--- src/rtl/cbr_pkg.sv ---
`timescale 1ns/1ps
package cbr_pkg;

  typedef enum logic [2:0] {
    S_PWRUP  = 3'd0,
    S_IDLE   = 3'd1,
    S_CSETUP = 3'd2,
    S_RLOW   = 3'd3,
    S_PRECH  = 3'd4
  } cbr_state_e;

  function automatic int ceil_div(input int num, input int den);
    return (num + den - 1) / den;
  endfunction

  function automatic int max_i(input int a, input int b);
    return (a > b) ? a : b;
  endfunction

  function automatic int min_i(input int a, input int b);
    return (a < b) ? a : b;
  endfunction

  // bits needed to hold values 0..n
  function automatic int bits_for(input int n);
    return (n < 1) ? 1 : $clog2(n + 1);
  endfunction

  // owed-refresh counter update: saturating at cap, never below zero
  function automatic int backlog_next(input int cur, input bit add, input bit sub, input int cap);
    if (add && !sub && cur < cap) return cur + 1;
    if (sub && !add && cur > 0)   return cur - 1;
    return cur;
  endfunction

endpackage

--- src/rtl/cbr_interval_timer.sv ---
`timescale 1ns/1ps
module cbr_interval_timer #(
  parameter int INTERVAL_CYC = 1560
) (
  input  logic clk,
  input  logic rst_n,
  input  logic en,
  output logic tick
);
  import cbr_pkg::*;

  localparam int TW = bits_for(INTERVAL_CYC);
  localparam logic [TW-1:0] LAST = TW'(INTERVAL_CYC - 1);

  logic [TW-1:0] cnt;

  assign tick = en && (cnt == LAST);

  always_ff @(posedge clk) begin
    if (!rst_n || !en) cnt <= '0;
    else if (tick)     cnt <= '0;
    else               cnt <= cnt + 1'b1;
  end

endmodule

--- src/rtl/cbr_backlog.sv ---
`timescale 1ns/1ps
module cbr_backlog #(
  parameter int MAX_PEND = 4
) (
  input  logic clk,
  input  logic rst_n,
  input  logic tick,
  input  logic done,
  output logic pending,
  output logic urgent,
  output logic overflow_err
);
  import cbr_pkg::*;

  localparam int CW = bits_for(MAX_PEND);
  localparam logic [CW-1:0] FULL = CW'(MAX_PEND);

  logic [CW-1:0] owed;
  logic          ovf_event;

  assign pending   = (owed != '0);
  assign urgent    = (owed == FULL);
  assign ovf_event = tick && !done && (owed == FULL);

  always_ff @(posedge clk) begin
    if (!rst_n) begin
      owed         <= '0;
      overflow_err <= 1'b0;
    end else begin
      owed         <= CW'(backlog_next(int'(owed), tick, done, MAX_PEND));
      overflow_err <= overflow_err | ovf_event;
    end
  end

  AST_BACKLOG_CAP: assert property (@(posedge clk) disable iff (!rst_n)
    owed <= FULL);
  AST_NO_OVERFLOW: assert property (@(posedge clk) disable iff (!rst_n)
    overflow_err |=> overflow_err);

endmodule

--- src/rtl/cbr_strobe_fsm.sv ---
`timescale 1ns/1ps
module cbr_strobe_fsm #(
  parameter int PWRUP_CYC   = 10000,
  parameter int CSR_CYC     = 1,
  parameter int RAS_CYC     = 7,
  parameter int RP_CYC      = 4,
  parameter int RAS_MAX_CYC = 1000,
  parameter int INIT_REFS   = 8
) (
  input  logic clk,
  input  logic rst_n,
  input  logic pending,
  input  logic bus_gnt,
  output logic ras_n,
  output logic cas_n,
  output logic ref_active,
  output logic ref_done,
  output logic idle,
  output logic init_done
);
  import cbr_pkg::*;

  localparam int PH_MAX = max_i(max_i(PWRUP_CYC, CSR_CYC), max_i(RAS_CYC, RP_CYC));
  localparam int PW = bits_for(PH_MAX);
  localparam int IW = bits_for(INIT_REFS);
  localparam int RW = bits_for(RAS_MAX_CYC);
  localparam logic [PW-1:0] PWRUP_LAST = PW'(PWRUP_CYC - 1);
  localparam logic [PW-1:0] CSR_LAST   = PW'(CSR_CYC - 1);
  localparam logic [PW-1:0] RAS_LAST   = PW'(RAS_CYC - 1);
  localparam logic [PW-1:0] RP_LAST    = PW'(RP_CYC - 1);
  localparam logic [IW-1:0] INIT_LAST  = IW'(INIT_REFS - 1);

  cbr_state_e    st;
  logic [PW-1:0] ph;
  logic [IW-1:0] init_cnt;
  logic          go;
  logic [RW-1:0] ras_lo_run;

  // during init the burst needs no grant; afterwards only a granted request starts
  assign go         = (st == S_IDLE) && (!init_done || (pending && bus_gnt));
  assign idle       = (st == S_IDLE);
  assign ref_active = (st == S_CSETUP) || (st == S_RLOW) || (st == S_PRECH);
  assign ref_done   = (st == S_PRECH) && (ph == RP_LAST);
  assign cas_n      = !((st == S_CSETUP) || (st == S_RLOW));
  assign ras_n      = !(st == S_RLOW);

  always_ff @(posedge clk) begin
    if (!rst_n) begin
      st        <= S_PWRUP;
      ph        <= '0;
      init_cnt  <= '0;
      init_done <= 1'b0;
    end else begin
      case (st)
        S_PWRUP: begin
          if (ph == PWRUP_LAST) begin st <= S_IDLE; ph <= '0; end
          else ph <= ph + 1'b1;
        end
        S_IDLE: begin
          ph <= '0;
          if (go) st <= S_CSETUP;
        end
        S_CSETUP: begin
          if (ph == CSR_LAST) begin st <= S_RLOW; ph <= '0; end
          else ph <= ph + 1'b1;
        end
        S_RLOW: begin
          if (ph == RAS_LAST) begin st <= S_PRECH; ph <= '0; end
          else ph <= ph + 1'b1;
        end
        S_PRECH: begin
          if (ph == RP_LAST) begin
            st <= S_IDLE;
            ph <= '0;
            if (!init_done) begin
              init_cnt <= init_cnt + 1'b1;
              if (init_cnt == INIT_LAST) init_done <= 1'b1;
            end
          end else ph <= ph + 1'b1;
        end
        default: begin st <= S_IDLE; ph <= '0; end
      endcase
    end
  end

  // independent watch on how long the row strobe has been low
  always_ff @(posedge clk) begin
    if (!rst_n || ras_n) ras_lo_run <= '0;
    else if (ras_lo_run != RW'(RAS_MAX_CYC)) ras_lo_run <= ras_lo_run + 1'b1;
  end

  AST_CAS_LEADS_RAS: assert property (@(posedge clk) disable iff (!rst_n)
    $fell(ras_n) |-> (!cas_n && $past(!cas_n)));
  AST_RAS_WIDTH_CAP: assert property (@(posedge clk) disable iff (!rst_n)
    !ras_n |-> (ras_lo_run < RW'(RAS_MAX_CYC)));
  AST_GNT_GATES_START: assert property (@(posedge clk) disable iff (!rst_n)
    (init_done && st == S_IDLE && !(pending && bus_gnt)) |=> (st != S_CSETUP));
  AST_CAS_WITH_RAS: assert property (@(posedge clk) disable iff (!rst_n)
    $rose(ras_n) |-> cas_n);

endmodule

--- src/rtl/cbr_refresh_sched.sv ---
`timescale 1ns/1ps
module cbr_refresh_sched #(
  parameter int CLK_NS          = 10,
  parameter int PWRUP_NS        = 100000,
  parameter int REF_INTERVAL_NS = 15600,
  parameter int CSR_NS          = 10,
  parameter int RAS_MIN_NS      = 60,
  parameter int RAS_MAX_NS      = 10000,
  parameter int RP_NS           = 40,
  parameter int RC_NS           = 110,
  parameter int INIT_REFS       = 8,
  parameter int MAX_PEND        = 4
) (
  input  logic clk,
  input  logic rst_n,
  input  logic bus_gnt,
  output logic refresh_req,
  output logic refresh_urgent,
  output logic ref_active,
  output logic ras_n,
  output logic cas_n,
  output logic init_done,
  output logic backlog_err
);
  import cbr_pkg::*;

  localparam int PWRUP_CYC    = max_i(1, ceil_div(PWRUP_NS, CLK_NS));
  localparam int INTERVAL_CYC = max_i(2, REF_INTERVAL_NS / CLK_NS);
  localparam int CSR_CYC      = max_i(1, ceil_div(CSR_NS, CLK_NS));
  localparam int RP_CYC       = max_i(1, ceil_div(RP_NS, CLK_NS));
  localparam int RAS_MAX_CYC  = max_i(2, RAS_MAX_NS / CLK_NS);
  localparam int RAS_CYC      = max_i(1, min_i(max_i(ceil_div(RAS_MIN_NS, CLK_NS),
                                                     ceil_div(RC_NS, CLK_NS) - RP_CYC),
                                               RAS_MAX_CYC - 1));

  logic tick, pending, ref_done, idle, owed_done;

  assign owed_done   = ref_done && init_done;
  assign refresh_req = init_done && pending && idle;

  cbr_interval_timer #(.INTERVAL_CYC(INTERVAL_CYC)) u_timer (
    .clk(clk), .rst_n(rst_n), .en(init_done), .tick(tick)
  );

  cbr_backlog #(.MAX_PEND(MAX_PEND)) u_backlog (
    .clk(clk), .rst_n(rst_n), .tick(tick), .done(owed_done),
    .pending(pending), .urgent(refresh_urgent), .overflow_err(backlog_err)
  );

  cbr_strobe_fsm #(
    .PWRUP_CYC(PWRUP_CYC), .CSR_CYC(CSR_CYC), .RAS_CYC(RAS_CYC),
    .RP_CYC(RP_CYC), .RAS_MAX_CYC(RAS_MAX_CYC), .INIT_REFS(INIT_REFS)
  ) u_fsm (
    .clk(clk), .rst_n(rst_n), .pending(pending), .bus_gnt(bus_gnt),
    .ras_n(ras_n), .cas_n(cas_n), .ref_active(ref_active),
    .ref_done(ref_done), .idle(idle), .init_done(init_done)
  );

  AST_INIT_HOLDOFF: assert property (@(posedge clk) disable iff (!rst_n)
    !init_done |-> !refresh_req);
  AST_STROBES_ONLY_IN_REF: assert property (@(posedge clk) disable iff (!rst_n)
    !cas_n |-> ref_active);

endmodule

--- config.mk ---
export PLATFORM = sky130hd
export DESIGN_NAME = cbr_refresh_sched
export DESIGN_NICKNAME = d
export VERILOG_FILES = /design/src/rtl/cbr_pkg.sv /design/src/rtl/cbr_interval_timer.sv /design/src/rtl/cbr_backlog.sv /design/src/rtl/cbr_strobe_fsm.sv /design/src/rtl/cbr_refresh_sched.sv
export SDC_FILE = /design/constraint.sdc
export NUM_CORES = 1
export LEC_CHECK = 0
export ABC_AREA = 1
export BUFFER_PORTS_ARGS = -buffer_cell sky130_fd_sc_hd__buf_2
export CORE_MARGIN = 3
export CORE_UTILIZATION = 65
export CTS_CLUSTER_DIAMETER = 40
export CTS_CLUSTER_SIZE = 24
export DETAILED_ROUTE_END_ITERATION = 12
export GPL_TIMING_DRIVEN = 0
export PLACE_DENSITY_LB_ADDON = 0.25
export RECOVER_POWER = 100
export SLEW_MARGIN = 20
export SYNTH_ARGS = -nofsm -noshare
export SYNTH_HDL_FRONTEND = slang
export SYNTH_SLANG_ARGS = --single-unit
--- constraint.sdc ---
create_clock -name clk -period 3.4 [get_ports clk]
set_input_delay 0.85 -clock clk [delete_from_list [all_inputs] [get_ports clk]]
set_output_delay 0.85 -clock clk [all_outputs]
set_load 0.005 [all_outputs]
; Yosys cells after proc, flatten, opt, wreduce, memory -nomap -nowiden
; Index checks and enable logic that the tools add are counted.
[classes]
add_sub_neg = 5
order_cmp = 2
eq_ne = 15
muxes = 22
bitwise_logic = 2
reduce_logical = 30
[ops]
columns = op, count
row1 = 14-bit 2-to-1 mux, 4
row2 = 14-bit one-hot mux with 4 select lines, 1
row3 = 3-bit 2-to-1 mux, 9
row4 = 3-bit one-hot mux with 5 select lines, 1
row5 = "14-bit by 1-bit adder with 14-bit output, second input constant", 1
row6 = "14-bit == test, second input constant", 1
row7 = "14-bit by 2-bit == test with 1-bit output, second input constant", 1
row8 = "14-bit by 3-bit == test with 1-bit output, second input constant", 1
row9 = 14-bit zero test, 1
row10 = 1-bit logical AND, 12
row11 = "11-bit by 1-bit adder with 11-bit output, second input constant", 1
row12 = "11-bit == test, second input constant", 1
row13 = 1-bit 2-to-1 mux, 7
row14 = "3-bit by 2-bit == test with 1-bit output, second input constant", 2
row15 = "3-bit == test, second input constant", 2
row16 = 1-bit zero test, 6
row17 = "2-bit != test, second input constant", 3
row18 = 5-bit AND reduction, 1
row19 = "4-bit by 1-bit adder with 4-bit output, second input constant", 1
row20 = "4-bit by 3-bit == test with 1-bit output, second input constant", 1
row21 = 1-bit logical OR, 4
row22 = "2-bit by 1-bit != test with 1-bit output, second input constant", 2
row23 = "3-bit by 1-bit adder with 3-bit output, second input constant", 1
row24 = "3-bit by 1-bit == test with 1-bit output, second input constant", 1
row25 = 11 further kinds, 11
[totals]
regBits = 37
inputBits = 3
out_inout_bits = 7
wordCells = 83

; Logic depth before layout (Yosys ltp)
; Gate-level depths: netlist of run 1.
[logic_depth]
ltp_word = 12
ltp_mapped = 12
mapped_depth_nobuf = 12

; Modules after synthesis
; From an unflattened synthesis of run 1, not the netlist that was laid out.
[hier_totals]
hier_cells = 310
area_unflattened_um2 = 2125.8
[by_module_without_submodules]
columns = mod, instances, cells_per_inst, area_each_um2, seq_area_each_um2
row1 = cbr_strobe_fsm, 1, 183, 1211.2, 440.4
row2 = cbr_interval_timer, 1, 77, 584.3, 220.2
row3 = cbr_backlog, 1, 45, 309.0, 80.1
row4 = cbr_refresh_sched, 1, 5, 21.3, 0.0

; Worst setup path before layout of run 1
; OpenSTA, ideal clock, no wires.
[synth_timing]
kind = reg2out
from = register u_backlog.owed[0]
to = output port refresh_req
arrival_time_ns = 0.954
required_time_ns = 2.550
path_slack_ns = 1.596
path_stages_with_launch = 6
path_buffers = 0
path_cell_list = dfxtp_1 inv_1 ha_1 nand2_1 inv_1 nor3_1
[synth_between]
elab_chain_cells = 3
[synth_lines]
columns = element, line
row1 = from (decl), cbr_backlog.sv:18  ; logic [CW-1:0] owed;
row2 = from (signal assigned), cbr_backlog.sv:30  ; owed <= CW'(backlog_next(int'(owed), tick, done, MAX_PEND));
row3 = 3-bit nonzero test, cbr_backlog.sv:21  ; assign pending = (owed != '0);
row4 = 1-bit logical AND (2 in a row), cbr_refresh_sched.sv:39  ; assign refresh_req = init_done && pending && idle;
row5 = to (decl), cbr_refresh_sched.sv:17  ; output logic refresh_req,
; No other way between the ends.

; Worst setup path in the final report of run 1
; Same ends and word-level chain as after synthesis.

==> flow_summary.toml, run 1 <==
[cells_and_area]
nFillCells = 254
area_delta_synth_final_pct = 4.95
drive_above_1_share_pct = 9.72
diodes = 0
nNetsFinal = 299
final_cell_mix = "49 x nand2_1, 49 x nor2_1, 37 x dfxtp_1"

[critical_path]
critPathLaunch = "u_backlog.owed[0]$_SDFFE_PN0P_"
crit_path_max_fanout = 4
critPathCaptureType = "output port"
reg2reg_depth = 11
crit_type = "flop to output port"
worstPathCellList = "inv_1, ha_1, nand2_1, inv_1, nor3_1, clkbuf_1"
critical-path-max-stage-delay_ps = 410
crit_slowest_cell = "dfxtp_1"
arrival_ps = 1540
startpoint_type = "flop"
r2r_start = "u_fsm.ph[1]$_SDFF_PN0_"
crit_top_cell = "inv_1"
required_ps = 2550

[cts]
clk_path_buf_depth = 2
cts.sinks = 37
ctsResizeCount = 0
clockRootBuffer = "clkbuf_4"
cts_tree = "done"
path_clk_slew_ps = 110
clkLatencyLatePin_ps = 340
cts_buffers = 5
htreeDepth = 2
cts_post_setup_buffers_inserted = 0
cts.hold.buffers_added = 0

[routing]
wl_um = 3700
drt_iter0_markers = 83
drt_pre_antenna_iters = 4
wl_per_cell_um = 11.6
ant_nets = 0
drt-vias-per-instance = 5.30
remaining_drc_errors = 0
via_count = 1690

[floorplanning]
io_pins = 10
initial_core_util_pct = 69.7
row_count = 19
core_um2 = 2830
die_x_um = 61.1
dieArea_um2 = 3730
die-height_um = 61.1

[sta]
tns_ps = 0
setup_slack_ps = 1010
post-route-period-util_pct = 70.3
period_needed_ps = 2390
rsz0062_at_grt = "no"
setup_violations = 0
final_max_slew_viol_count = 0
fin_skew_ps = 10.6
hold_viol_final = 0
slew_headroom_pct = 66.6
worst_pin_slew_ps = 502
max_freq_mhz = 418

[place]
dp_hpwl_um = 2830
place_congestion = 0.851
dpl_worst_slack_ps = 1320
port_buffers = 9

[status]
outcome = "completed"

[power]
leakage_nw = 0.840
ir_drop_mv = 0.321
powerDensity_nw_per_um2 = 449

[grt]
grt_max_degree = 11
first_global_vias = 1573
track_usage_pct = 23.0
antenna_found_initial = 0
grt_pass1_wl_um = 6310
grt_overflow = 0

[synth]
syn_inst = 272
synth_top_area_cell = "dfxtp_1"
synth_warnings = 0
yosysSeqAreaShare_pct = 37.5
netlist_area_um2 = 1970
ys_dominant_reg_cell = "dfxtp_1"
synth_nets = 283
synth.distinct_cells = 33
synth_edf_count = 0
synthTopCellsByArea = "dfxtp_1 38%, nand2_1 8.9%, nor2_1 8.6%"
syn_area_per_cell_um2 = 7.25
ys_ff_latch = 37
async_flop_share_pct = 0
synth_top_area_share_pct = 37.5

[flow_run]
cap_violations = 0

[min_path]
hold_depth = 1
min_path_type = "flop to flop"
hold_start = "u_timer.cnt[0]$_SDFF_PP0_"
[critical path, delay by kind of cell (launching register included)]
kind	cells	cell delay, ps
buffers and inverters	3	280
DFF	1	410
and+or+nand+nor	2	300
adders and majority gates	1	210
[cell type report]
| class | instances | area, µm² | share of cell area, % |
|---|---|---|---|
| tap | 31 | 38.8 | 1.87 |
| inverter | 37 | 139 | 6.71 |
| multi-input combinational | 196 | 1050 | 50.7 |
| buffer | 2 | 7.51 | 0.363 |
| clock buffer | 7 | 55.1 | 2.66 |
| sequential | 37 | 741 | 35.8 |
| timing repair buffer | 9 | 40.0 | 1.93 |
[final timing paths]
check	to	slack [ps]
worst min-delay path	u_timer.cnt[0]$_SDFF_PP0_	450
worst max-delay path	refresh_req	1010
worst max register to register	u_fsm.ph[13]$_SDFF_PN0_	1310
worst min register to register	u_timer.cnt[0]$_SDFF_PP0_	450
[state kept, by name, summed over array words and instances, names as in the netlist]
name and count:
u_backlog.overflow_err 1, u_backlog.owed 3, u_fsm.init_cnt 4, u_fsm.init_done 1, u_fsm.ph 14, u_fsm.st 3
u_timer.cnt 11
[kinds of logic (layout without fill, tap and decap cells)]
logic type | count (synthesis) | in the layout | share of synthesized area (%)
compound gates | 24 | 24 | 6.66
flops | 37 | 37 | 37.5
simple gates | 156 | 156 | 39.2
xor+xnor | 8 | 8 | 3.55
fa+ha+maj | 8 | 8 | 5.07
buf+inv | 39 | 55 | 7.99
[per-stage QoR]
step	power [mW]	instance area [µm²]	cells	hold slack [ps]	utilization [%]
floorplan	0.668	1970	272	417	-
global placement	0.717	2060	312	428	72.7
detailed placement	0.728	2060	312	435	72.7
CTS	0.962	2110	319	453	74.7
global route	0.987	2070	319	494	73.2
finish	0.930	2070	319	450	73.2
[metal layers]
metal  GRT usage [%]  share of wire [%]  up-vias
li1                -                  -      896
met1            27.1                 48      765
met2            39.1                 47       24
met3            6.08                3.4        5
met4            9.91                1.5        0
met5               0                  0        -
[power by group]
part / leakage, nW / switching, mW / total, mW / internal [mW]
Clock: 0.0314 / 0.136 / 0.234 / 0.0977
Sequential: 0.299 / 0.0224 / 0.479 / 0.457
Combinational: 0.510 / 0.146 / 0.217 / 0.0708
[Yosys cell counts (7+ instances only)]
| cell type | count |
|---|---|
| ha_1 | 8 |
| dfxtp_1 | 37 |
| nor2_1 | 45 |
| nand3_1 | 18 |
| nor3_1 | 7 |
| nor2_2 | 7 |
| nand4_1 | 7 |
| nand2_1 | 47 |
| a21oi_1 | 15 |
| inv_1 | 32 |
Power figures use the tool's default switching activity.
==> inputs of run 2 (changes only) <==
Settings changed: ABC_AREA 1 to 0, CORE_UTILIZATION 65 to 59.
Clock period 3.4 ns to 2.5 ns, I/O delays scaled along.
==> run 2 against run 1 <==
Register-to-register slack worse by 1100 ps. Sequential power is 25% higher. Critical path depth stayed put. Die area is 2.8% higher. Combinational power is 87% lower. Routed wire length is 10% lower. Setup slack worse by 790 ps. Hold slack better by 7.1 ps. Clock skew is 7.4 ps higher. Clock power is 55% higher. Total power is 6.6% higher. Global-route usage is 3.1 points lower. Largest cell class unchanged.
==> flow_summary.toml, run 2 <==
[sta]
rsz0062_at_grt = "no"
post-route-period-util_pct = 91.4
setup_violations = 0
fin_skew_ps = 18.0
setup_slack_ps = 215
hold_viol_final = 0
final_max_slew_viol_count = 0
worst_pin_slew_ps = 453
max_freq_mhz = 438
period_needed_ps = 2280
slew_headroom_pct = 69.6
tns_ps = 0

[synth]
synth.distinct_cells = 45
synth.most_common_cell = "dfxtp_1"
synth_top_family_by_area = "simple AND/OR/NAND/NOR gates"
synth_warnings = 0
netlist_area_um2 = 1850
async_flop_share_pct = 0
synth_top_area_cell = "dfxtp_1"
ys_dominant_reg_cell = "dfxtp_1"
yosysSeqAreaShare_pct = 40.1
synth_fa_ha_area_share_pct = 5.42
yosys.area_share.simple_pct = 30.1
syn_inst = 210
syn_area_per_cell_um2 = 8.79
synth_mux_area_share_pct = 2.24
synthTopCellsByArea = "dfxtp_1 40%, nor2_1 6.9%, xor2_1 6.2%"
synth_top_area_share_pct = 40.1
ys_ff_latch = 37
yosys-top-cells-count = "37 x dfxtp_1, 34 x nor2_1, 23 x nand2_1, 13 x xor2_1, 11 x xnor2_1"
synth_edf_count = 0
synth_compound_area_share_pct = 8.47
synthXorXnorAreaFrac_pct = 11.4
synth_nets = 221

[grt]
track_usage_pct = 19.9
grt_overflow = 0
antenna_found_initial = 0
grt_pass1_wl_um = 5580
grt_max_degree = 12
first_global_vias = 1332

[critical_path]
startpoint_type = "flop"
worst-r2r-setup-slack_ps = 220
critPathCaptureType = "flop"
crit_type = "flop to flop"
crit_path_max_fanout = 10
r2r-end = "u_backlog.owed[1]$_SDFFE_PN0P_"
r2r_start = "u_fsm.st[1]$_SDFFE_PN0P_"
arrival_ps = 2580
reg2reg_depth = 6
required_ps = 2800

[place]
dp_hpwl_um = 2480
place_congestion = 0.862
port_buffers = 8
dpl_worst_slack_ps = 169

[floorplanning]
io_pins = 10
die_x_um = 61.9
core_um2 = 2880
dieArea_um2 = 3840
die-height_um = 61.9
initial_core_util_pct = 64.2
row_count = 19

[routing]
via_count = 1453
wl_per_cell_um = 12.4
drt_iter0_markers = 128
drt-vias-per-instance = 5.40
ant_nets = 0
drt_pre_antenna_iters = 4
wl_um = 3320
remaining_drc_errors = 0

[cts]
cts_tree = "done"
clkLatencyLatePin_ps = 350
clk_path_buf_depth = 2
clockRootBuffer = "clkbuf_4"
path_clk_slew_ps = 120
cts.sinks = 37
htreeDepth = 2
cts_buffers = 5

[power]
total_power_uw = 992
powerDensity_nw_per_um2 = 494
leakage_nw = 0.725
ir_drop_mv = 0.418

[cells_and_area]
layout_commonest_cell = "dfxtp_1"
top_regs = "u_fsm.ph: 14 flops, u_timer.cnt: 11 flops, u_fsm.init_cnt: 4 flops"
nFillCells = 233
nNetsFinal = 237
final_cell_mix = "37 x dfxtp_1, 34 x nor2_1, 23 x nand2_1"
drive_above_1_share_pct = 8.37
diodes = 0
largest_reg_flops = 14
top_register = "u_fsm.ph"
area_delta_synth_final_pct = 8.60

[flow_run]
cap_violations = 0

[min_path]
hold_depth = 1
min_path_type = "flop to flop"
worstHoldEndpoint = "u_timer.cnt[0]$_SDFF_PP0_"
hold_start = "u_timer.cnt[0]$_SDFF_PP0_"

[status]
outcome = "completed"
-- run 2: cell types whose count changed after synthesis, sizes merged, moves of 4 or more --
cell,previous run,this run
nor4,0,4
nor2b,0,6
nand4,8,4
nand2b,0,5
xnor2,4,11
nand2,51,23
inv,36,6
nand3,21,9
xor2,4,13
nor2,54,34
nor3b,6,1
a21oi,15,2
nor3,9,2
and3,1,9
-- run 2: timing repair --
| action | in CTS | in global routing |
|---|---|---|
| setup endpoints to repair | 0 | 10 |
| buffers inserted | 0 | 1 |
| gates resized for setup | 0 | 0 |
| hold buffers | 0 | 0 |
-- run 2: per-layer routing --
metal / share of wire (%) / vias up / GRT usage, % / wire (µm)
met3: 4.1 / 6 / 6.40 / 136
met1: 48 / 665 / 23.8 / 1590
met4: 1.5 / 0 / 7.58 / 51
li1: - / 753 / - / -
met5: 0 / - / 0 / 0
met2: 47 / 29 / 33.0 / 1550
-- run 2: logic make-up (layout without fill, tap and decap cells) --
family / count (synthesis) / after routing
adder cells (fa/ha/maj): 8 / 8
XOR/XNOR: 24 / 24
AND/OR/NAND/NOR: 108 / 108
AO/OA/AOI/OAI: 18 / 18
flip-flops: 37 / 37
buffers and inverters: 11 / 28
multiplexers: 4 / 4
-- run 2: how the worst max path moves through the flow --
stage | start | to | slack [ps] | cells past startpoint
after floorplan | u_timer.cnt[5]$_SDFF_PP0_ | u_backlog.owed[1]$_SDFFE_PN0P_ | 430 | 5
after global placement | u_fsm.ph[8]$_SDFF_PN0_ | u_fsm.ph[8]$_SDFF_PN0_ | 210 | 6
after detailed placement | u_fsm.ph[8]$_SDFF_PN0_ | u_fsm.ph[9]$_SDFF_PN0_ | 170 | 6
after CTS | u_fsm.ph[8]$_SDFF_PN0_ | u_fsm.ph[8]$_SDFF_PN0_ | 150 | 6
after global routing | u_fsm.ph[8]$_SDFF_PN0_ | u_fsm.ph[8]$_SDFF_PN0_ | 60 | 6
final | u_fsm.st[1]$_SDFFE_PN0P_ | u_backlog.owed[1]$_SDFFE_PN0P_ | 220 | 6
-- run 2: power by group --
part,internal [mW],leakage [nW],switching [mW],total [mW]
registers,0.594,0.298,0.00616,0.600
clock network,0.163,0.0413,0.200,0.363
logic,0.0118,0.385,0.0166,0.0284
-- run 2: layout make-up --
class	count	area (µm²)	area share (%)
Multi-Input combinational cell	162	1060	52.8
Sequential cell	37	741	36.9
Clock buffer	7	65.1	3.24
Tap cell	42	52.6	2.62
Timing Repair Buffer	9	40.0	2.00
Inverter	6	22.5	1.12
Buffer	5	20.0	0.998
Clock inverter	1	5.00	0.250
-- run 2: critical path: stages (launching register included) --
cell	delay, ps
dfxtp_1	310
clkbuf_1	190
or3b_2	540
nand2b_1	230
nor4b_2	430
mux2_2	400
a21boi_2	130
-- run 2: stage by stage --
stage / std cells / cell area, µm² / util, % / hold WS, ps
finish: 269 / 2010 / 69.7 / 457
global route: 269 / 2010 / 69.7 / 495
CTS: 268 / 2010 / 69.9 / 460
detailed placement: 260 / 1940 / 67.4 / 445
global placement: 260 / 1940 / 67.4 / 431
floorplan: 210 / 1850 / - / 418
